### config.mk
export PLATFORM = sky130hd
export DESIGN_NAME = sdram_cmd_monitor
export DESIGN_NICKNAME = d
export VERILOG_FILES = /design/src/rtl/sdmon_pkg.sv /design/src/rtl/sdmon_decode.sv /design/src/rtl/sdmon_rules.sv /design/src/rtl/sdmon_bank.sv /design/src/rtl/sdram_cmd_monitor.sv
export SDC_FILE = /design/constraint.sdc
export NUM_CORES = 1
export LEC_CHECK = 0
export ABC_AREA = 0
export BUFFER_PORTS_ARGS = -buffer_cell sky130_fd_sc_hd__buf_4
export CAP_MARGIN = 20
export CELL_PAD_IN_SITES_DETAIL_PLACEMENT = 1
export CELL_PAD_IN_SITES_GLOBAL_PLACEMENT = 2
export CORE_ASPECT_RATIO = 1.1
export CORE_MARGIN = 2
export CORE_UTILIZATION = 33
export DETAILED_ROUTE_END_ITERATION = 6
export HOLD_SLACK_MARGIN = 0.08
export PLACE_DENSITY_LB_ADDON = 0.12
export SYNTH_ARGS = -nofsm -noshare
export SYNTH_HDL_FRONTEND = slang
export SYNTH_SLANG_ARGS = --single-unit
### constraint.sdc
create_clock -name clk -period 1.97 [get_ports clk]
set_input_delay 0.0985 -clock clk [delete_from_list [all_inputs] [get_ports clk]]
set_output_delay 0.0985 -clock clk [all_outputs]
set_load 0.005 [all_outputs]
### src/rtl/sdmon_pkg.sv
package sdmon_pkg;

  typedef enum logic [2:0] {
    CMD_NOP, CMD_ACT, CMD_RD, CMD_WR, CMD_BST, CMD_PRE, CMD_REF, CMD_MRS
  } cmd_e;

  typedef enum logic [1:0] {
    BK_IDLE, BK_OPEN, BK_APB
  } bank_e;

  localparam int NUM_ERR = 6;
  // hit vector positions; error code is position + 1
  localparam int E_MRS_BUSY = 0;
  localparam int E_MRS_LOCK = 1;
  localparam int E_REF_BUSY = 2;
  localparam int E_AP_HIT   = 3;
  localparam int E_NO_ROW   = 4;
  localparam int E_ROW_OPEN = 5;

endpackage

### src/rtl/sdmon_decode.sv
module sdmon_decode
  import sdmon_pkg::*;
(
  input  logic cke_prev,
  input  logic cs_n,
  input  logic ras_n,
  input  logic cas_n,
  input  logic we_n,
  output cmd_e cmd
);

  always_comb begin
    cmd = CMD_NOP;
    if (cke_prev && !cs_n) begin
      case ({ras_n, cas_n, we_n})
        3'b011:  cmd = CMD_ACT;
        3'b101:  cmd = CMD_RD;
        3'b100:  cmd = CMD_WR;
        3'b110:  cmd = CMD_BST;
        3'b010:  cmd = CMD_PRE;
        3'b001:  cmd = CMD_REF;
        3'b000:  cmd = CMD_MRS;
        default: cmd = CMD_NOP;
      endcase
    end
  end

endmodule

### src/rtl/sdmon_rules.sv
module sdmon_rules
  import sdmon_pkg::*;
#(
  parameter int BANK_W = 1,
  localparam int NB = 1 << BANK_W
) (
  input  cmd_e                 cmd,
  input  logic [BANK_W-1:0]    bank,
  input  bank_e [NB-1:0]       st,
  input  logic                 lock_active,
  output logic [NUM_ERR-1:0]   hit
);

  logic  any_busy;
  bank_e sel_st;
  logic  is_rw;

  always_comb begin
    any_busy = 1'b0;
    for (int i = 0; i < NB; i++) begin
      if (st[i] != BK_IDLE) any_busy = 1'b1;
    end
    sel_st = st[bank];
    is_rw  = (cmd == CMD_RD) || (cmd == CMD_WR);

    hit             = '0;
    hit[E_MRS_BUSY] = (cmd == CMD_MRS) && any_busy;
    hit[E_MRS_LOCK] = lock_active && (cmd != CMD_NOP);
    hit[E_REF_BUSY] = (cmd == CMD_REF) && any_busy;
    hit[E_AP_HIT]   = is_rw && (sel_st == BK_APB);
    hit[E_NO_ROW]   = is_rw && (sel_st == BK_IDLE);
    hit[E_ROW_OPEN] = (cmd == CMD_ACT) && (sel_st != BK_IDLE);
  end

endmodule

### src/rtl/sdmon_bank.sv
module sdmon_bank
  import sdmon_pkg::*;
#(
  parameter int CNT_W = 9
) (
  input  logic             clk,
  input  logic             rst_n,
  input  logic             accept,
  input  cmd_e             cmd,
  input  logic             sel,
  input  logic             ap,
  input  logic [CNT_W-1:0] burst_len,
  output bank_e            st
);

  bank_e            st_q, st_d;
  logic [CNT_W-1:0] cnt_q, cnt_d;

  always_comb begin
    st_d  = st_q;
    cnt_d = cnt_q;
    if (st_q == BK_APB) begin
      if (cnt_q == CNT_W'(1)) st_d = BK_IDLE;
      else                    cnt_d = cnt_q - CNT_W'(1);
    end
    if (accept) begin
      case (cmd)
        CMD_ACT: if (sel) st_d = BK_OPEN;
        CMD_RD, CMD_WR: begin
          if (sel) begin
            if (ap) begin
              if (burst_len == CNT_W'(1)) begin
                st_d = BK_IDLE;
              end else begin
                st_d  = BK_APB;
                cnt_d = burst_len - CNT_W'(1);
              end
            end
          end else if (st_q == BK_APB) begin
            st_d = BK_IDLE;
          end
        end
        CMD_BST: if (st_q == BK_APB) st_d = BK_IDLE;
        CMD_PRE: if (sel || ap) st_d = BK_IDLE;
        default: ;
      endcase
    end
  end

  always_ff @(posedge clk or negedge rst_n) begin
    if (!rst_n) begin
      st_q  <= BK_IDLE;
      cnt_q <= '0;
    end else begin
      st_q  <= st_d;
      cnt_q <= cnt_d;
    end
  end

  assign st = st_q;


  ap_count_live_chk: assert property (@(posedge clk) disable iff (!rst_n)
    (st_q == BK_APB) |-> (cnt_q != '0));


  pre_all_idle_chk: assert property (@(posedge clk) disable iff (!rst_n)
    (accept && cmd == CMD_PRE && ap) |=> (st_q == BK_IDLE));

endmodule

### src/rtl/sdram_cmd_monitor.sv
module sdram_cmd_monitor
  import sdmon_pkg::*;
#(
  parameter int ADDR_W   = 11,
  parameter int BANK_W   = 1,
  parameter int AP_BIT   = 10,
  parameter int PAGE_LEN = 256
) (
  input  logic              clk,
  input  logic              rst_n,
  input  logic              cke,
  input  logic              cs_n,
  input  logic              ras_n,
  input  logic              cas_n,
  input  logic              we_n,
  input  logic [BANK_W-1:0] ba,
  input  logic [ADDR_W-1:0] addr,
  input  logic              clear,
  output logic              err,
  output logic [2:0]        err_code,
  output logic [NUM_ERR-1:0] err_sticky
);

  localparam int NB    = 1 << BANK_W;
  localparam int CNT_W = $clog2(PAGE_LEN + 1);

  logic                cke_q;
  logic [1:0]          lock_q, lock_d;
  logic [CNT_W-1:0]    bl_q, bl_d;
  logic                err_q, err_d;
  logic [2:0]          code_q, code_d;
  logic [NUM_ERR-1:0]  sticky_q, sticky_d;
  cmd_e                cmd;
  bank_e [NB-1:0]      bank_st;
  logic [NUM_ERR-1:0]  hit;
  logic                accept;
  logic                mrs_ok;

  sdmon_decode u_dec (
    .cke_prev (cke_q),
    .cs_n     (cs_n),
    .ras_n    (ras_n),
    .cas_n    (cas_n),
    .we_n     (we_n),
    .cmd      (cmd)
  );

  sdmon_rules #(.BANK_W(BANK_W)) u_rules (
    .cmd         (cmd),
    .bank        (ba),
    .st          (bank_st),
    .lock_active (lock_q != 2'd0),
    .hit         (hit)
  );

  assign accept = (cmd != CMD_NOP) && (hit == '0);
  assign mrs_ok = accept && (cmd == CMD_MRS);

  for (genvar b = 0; b < NB; b++) begin : g_bank
    sdmon_bank #(.CNT_W(CNT_W)) u_bank (
      .clk       (clk),
      .rst_n     (rst_n),
      .accept    (accept),
      .cmd       (cmd),
      .sel       (ba == BANK_W'(b)),
      .ap        (addr[AP_BIT]),
      .burst_len (bl_q),
      .st        (bank_st[b])
    );
  end

  always_comb begin
    lock_d = (lock_q != 2'd0) ? lock_q - 2'd1 : 2'd0;
    bl_d   = bl_q;
    if (mrs_ok) begin
      lock_d = 2'd2;
      case (addr[2:0])
        3'd0:    bl_d = CNT_W'(1);
        3'd1:    bl_d = CNT_W'(2);
        3'd2:    bl_d = CNT_W'(4);
        3'd3:    bl_d = CNT_W'(8);
        default: bl_d = CNT_W'(PAGE_LEN);
      endcase
    end
    err_d  = |hit;
    code_d = 3'd0;
    for (int k = NUM_ERR - 1; k >= 0; k--) begin
      if (hit[k]) code_d = 3'(k + 1);
    end
    sticky_d = (clear ? '0 : sticky_q) | hit;
  end

  always_ff @(posedge clk or negedge rst_n) begin
    if (!rst_n) begin
      cke_q    <= 1'b0;
      lock_q   <= 2'd0;
      bl_q     <= CNT_W'(1);
      err_q    <= 1'b0;
      code_q   <= 3'd0;
      sticky_q <= '0;
    end else begin
      cke_q    <= cke;
      lock_q   <= lock_d;
      if (mrs_ok) bl_q <= bl_d;
      err_q    <= err_d;
      code_q   <= code_d;
      sticky_q <= sticky_d;
    end
  end

  assign err        = err_q;
  assign err_code   = code_q;
  assign err_sticky = sticky_q;


  flag_has_code_chk: assert property (@(posedge clk) disable iff (!rst_n)
    err_q |-> (code_q != 3'd0 && code_q <= 3'(NUM_ERR)));


  sticky_follows_flag_chk: assert property (@(posedge clk) disable iff (!rst_n)
    err_q |-> sticky_q[code_q - 3'd1]);


  lockout_flag_chk: assert property (@(posedge clk) disable iff (!rst_n)
    (lock_q != 2'd0 && cmd != CMD_NOP) |=> err_q);


  burst_stop_quiet_chk: assert property (@(posedge clk) disable iff (!rst_n)
    (cmd == CMD_BST && lock_q == 2'd0) |=> !err_q);

endmodule

==> results.yml <==
floorplan:
  die_area_um2: 7983
  fp.dieW_um: 85.37
  fp-row-count: 32
  core_region_area_um2: 7047
  die_h_um: 93.51
  num_io_pins: 30
  initial_core_util_pct: 34.11
timing:
  slew_viol_final: 0
  fin_skew_ps: 7.632
  max_slew_margin_pct: 63.74
  period_share_pct: 99.32
  fin_crit_ps: 1957
  rsz0062_at_grt: "true"
  tightest_slew_ps: 543.9
  fmax_ghz: 0.5111
  finalHoldViolCount: 0
  setup_viol: 0
logic_synthesis:
  yosysTopAreaCellShare_pct: 40.60
  synth_top_area_cell: "dfrtp_1"
  synth_area_leaders: "dfrtp_1 41%, mux2i_1 5.4%, xnor2_1 4.0%, nand2_1 3.7%, ha_1 3.6%"
  synth_ff_type: "dfrtp_1"
  async_flop_share_pct: 100.0
  synth_warnings: 0
  syn_area_per_cell_um2: 9.614
  ys_seq_elements: 40
  synthCells: 250
  synth_area_um2: 2404
  syn_nets: 277
  yosysUniqueCellTypes: 50
  synth_enable_flop_cells: 0
  ys_seq_area_share_pct: 41.70
critical_path:
  start_kind: "register"
  crit_fanout: 6
  cp_cell_sequence: "or4_4 -> a32oi_4 -> nand3_2 -> mux2_1"
  crit_slowest_cell: "or4_4"
  cp_slowest_stage_delay_ps: 570
  end_kind: "register"
  crit_arrival_ps: 2140
  critPathKind: "reg -> reg"
  required_ps: 2150
  crit_buf_inv: 0
  critPathTopFamily: "simple AND/OR/NAND/NOR gates"
  rrSetupSlack_ps: 10
route:
  drt_iter0_markers: 21
  postRouteAntennaNets: 0
  routed_wl_mm: 6.314
  vias: 2014
  drtPass1Iterations: 4
  drc: 0
  vias_per_cell: 5.125
  routedWlPerCell_um: 16.07
power_and_ir_drop:
  ir_drop_uv: 362.9
  p_per_area_nw_per_um2: 805.0
  leakage_nw: 1.291
placement:
  post_dp_cell_area_um2: 2794
  place_inst: 373
  dpl.hpwl_mm: 4.629
  gp_congestion: 0.7728
  port-buffer-count: 22
final_layout:
  layout_commonest_cell: "buf_4"
  fin_area_um2: 3131
  multi_input_area_um2: 1341
  fillers: 802
  stdcell_count: 393
  syn_to_final_growth_pct: 30.24
  diodes: 0
  regArea_um2: 1002
  finalNetCount: 334
  final_layout_size_suffix_gt1_share_pct: 27.27
  mostFrequentLayoutCells: "46 x buf_4, 39 x dfrtp_1, 22 x nand2_1"
clock_tree:
  cts_tree: "yes"
  cts.path.max_buffers: 2
  h-tree-depth: 2
  ctsRootBufferMaster: "clkbuf_8"
  clkSinkCount: 40
  clk_pin_slew_ps: 90
  clkLatencyLatePin_ps: 290
  numCtsBuffers: 5
global_route:
  antenna_found_initial: 0
  grt.overflow.total: 0
  grt_first_pass_wirelength_mm: 10.47
  grt_pass1_vias: 2105
  track_usage_pct: 16.73
  grt_max_degree: 41
status:
  status: "finished clean"
hold_path:
  hp-class: "in -> reg"
run:
  maxCapViolations: 0
-- tightest hold or removal path, delay by kind of cell --
kind | cells | cell delay [ps]
compound gates | 2 | 140
buf+inv | 1 | 160
-- path summary, 6_finish.rpt --
kind                                         from                   endpoint  cells past startpoint
setup / recovery           g_bank[1].u_bank.st[1]                    bl_q[8]                      4
hold / removal                              ras_n     g_bank[0].u_bank.st[1]                      3
setup reg to reg           g_bank[1].u_bank.st[1]                    bl_q[8]                      4
hold reg to reg                         lock_q[0]                  lock_q[0]                      1
max in group asynchronous                   rst_n                    bl_q[0]                      2
min in group asynchronous                   rst_n  g_bank[1].u_bank.cnt_q[5]                      2
-- cell families (layout without fill, tap and decap cells) --
kind of cell | Yosys count | in the layout | synth area share (%)
mux | 14 | 14 | 5.882
compound gates | 51 | 51 | 14.42
fa+ha+maj | 7 | 7 | 3.644
buf+inv | 25 | 83 | 5.570
xor+xnor | 15 | 15 | 5.466
simple gates | 98 | 98 | 23.32
flops | 40 | 40 | 41.70
-- cell usage after synthesis (4+ instances only) --
cell       n
a21oi_1   11
inv_1     18
dfrtp_1   39
o22ai_1    4
xnor2_1   11
nand2_1   24
nand3_1    4
o21ai_0   12
nor3_1     5
nor2_1    17
nor4b_1    7
mux2i_1   13
nand2b_1   7
xor2_1     4
ha_1       7
nor4_1     9
-- where the power goes --
part,leakage [nW],internal [W],switching (W)
sequential,0.489,0.000951,0.000132
clock,0.0645,0.000448,0.000307
combinational,0.738,0.000321,0.000361
total,1.29,0.00172,0.000800
-- flip-flops by register name, indices dropped and copies added, names as in the netlist --
| name | count |
|---|---|
| g_bank.u_bank.cnt_q | 18 |
| err_sticky | 6 |
| bl_q | 5 |
| g_bank.u_bank.st | 4 |
| err_code | 3 |
| lock_q | 2 |
| cke_q | 1 |
| err | 1 |
-- repair_timing --
item | 4_1_cts | 5_1_grt
resized for setup | 0 | 18
buffers inserted | 0 | 4
pin swaps | 1 | 0
hold endpoints to repair | 50 | 0
hold buffers | 7 | 0
setup endpoints to repair | 2 | 22
cloned | 0 | 1
-- routing by layer --
metal  vias up  GRT usage [%]  share of wire (%)
met5         -              0                  0
met4         0          5.291                1.7
met3         7          2.383                1.6
met2        18          29.30                 51
met1       980          21.15                 46
li1       1009              -                  -
-- area by class of cell --
| type | instances | area share (%) |
|---|---|---|
| timing repair buffer | 57 | 15.55 |
| inverter | 18 | 2.158 |
| sequential | 40 | 32.01 |
| clock inverter | 1 | 0.9592 |
| clock buffer | 7 | 3.078 |
| multi-input combinational | 185 | 42.85 |
| tap | 85 | 3.397 |
-- through the flow --
step	setup WS, ps	util [%]	setup TNS (ps)	hold WS [ps]	power, W
after floorplan	9.676	-	0	-197.1	0.001498
after global placement	42.87	39.65	0	124.8	0.001731
after detailed placement	27.01	39.65	0	131.7	0.001748
after CTS	5.500	42.44	0	130.8	0.002531
after global routing	-69.20	44.42	-705.6	178.3	0.002688
final	13.47	44.42	0	140.3	0.002520
(Power assumes the default switching activity.)
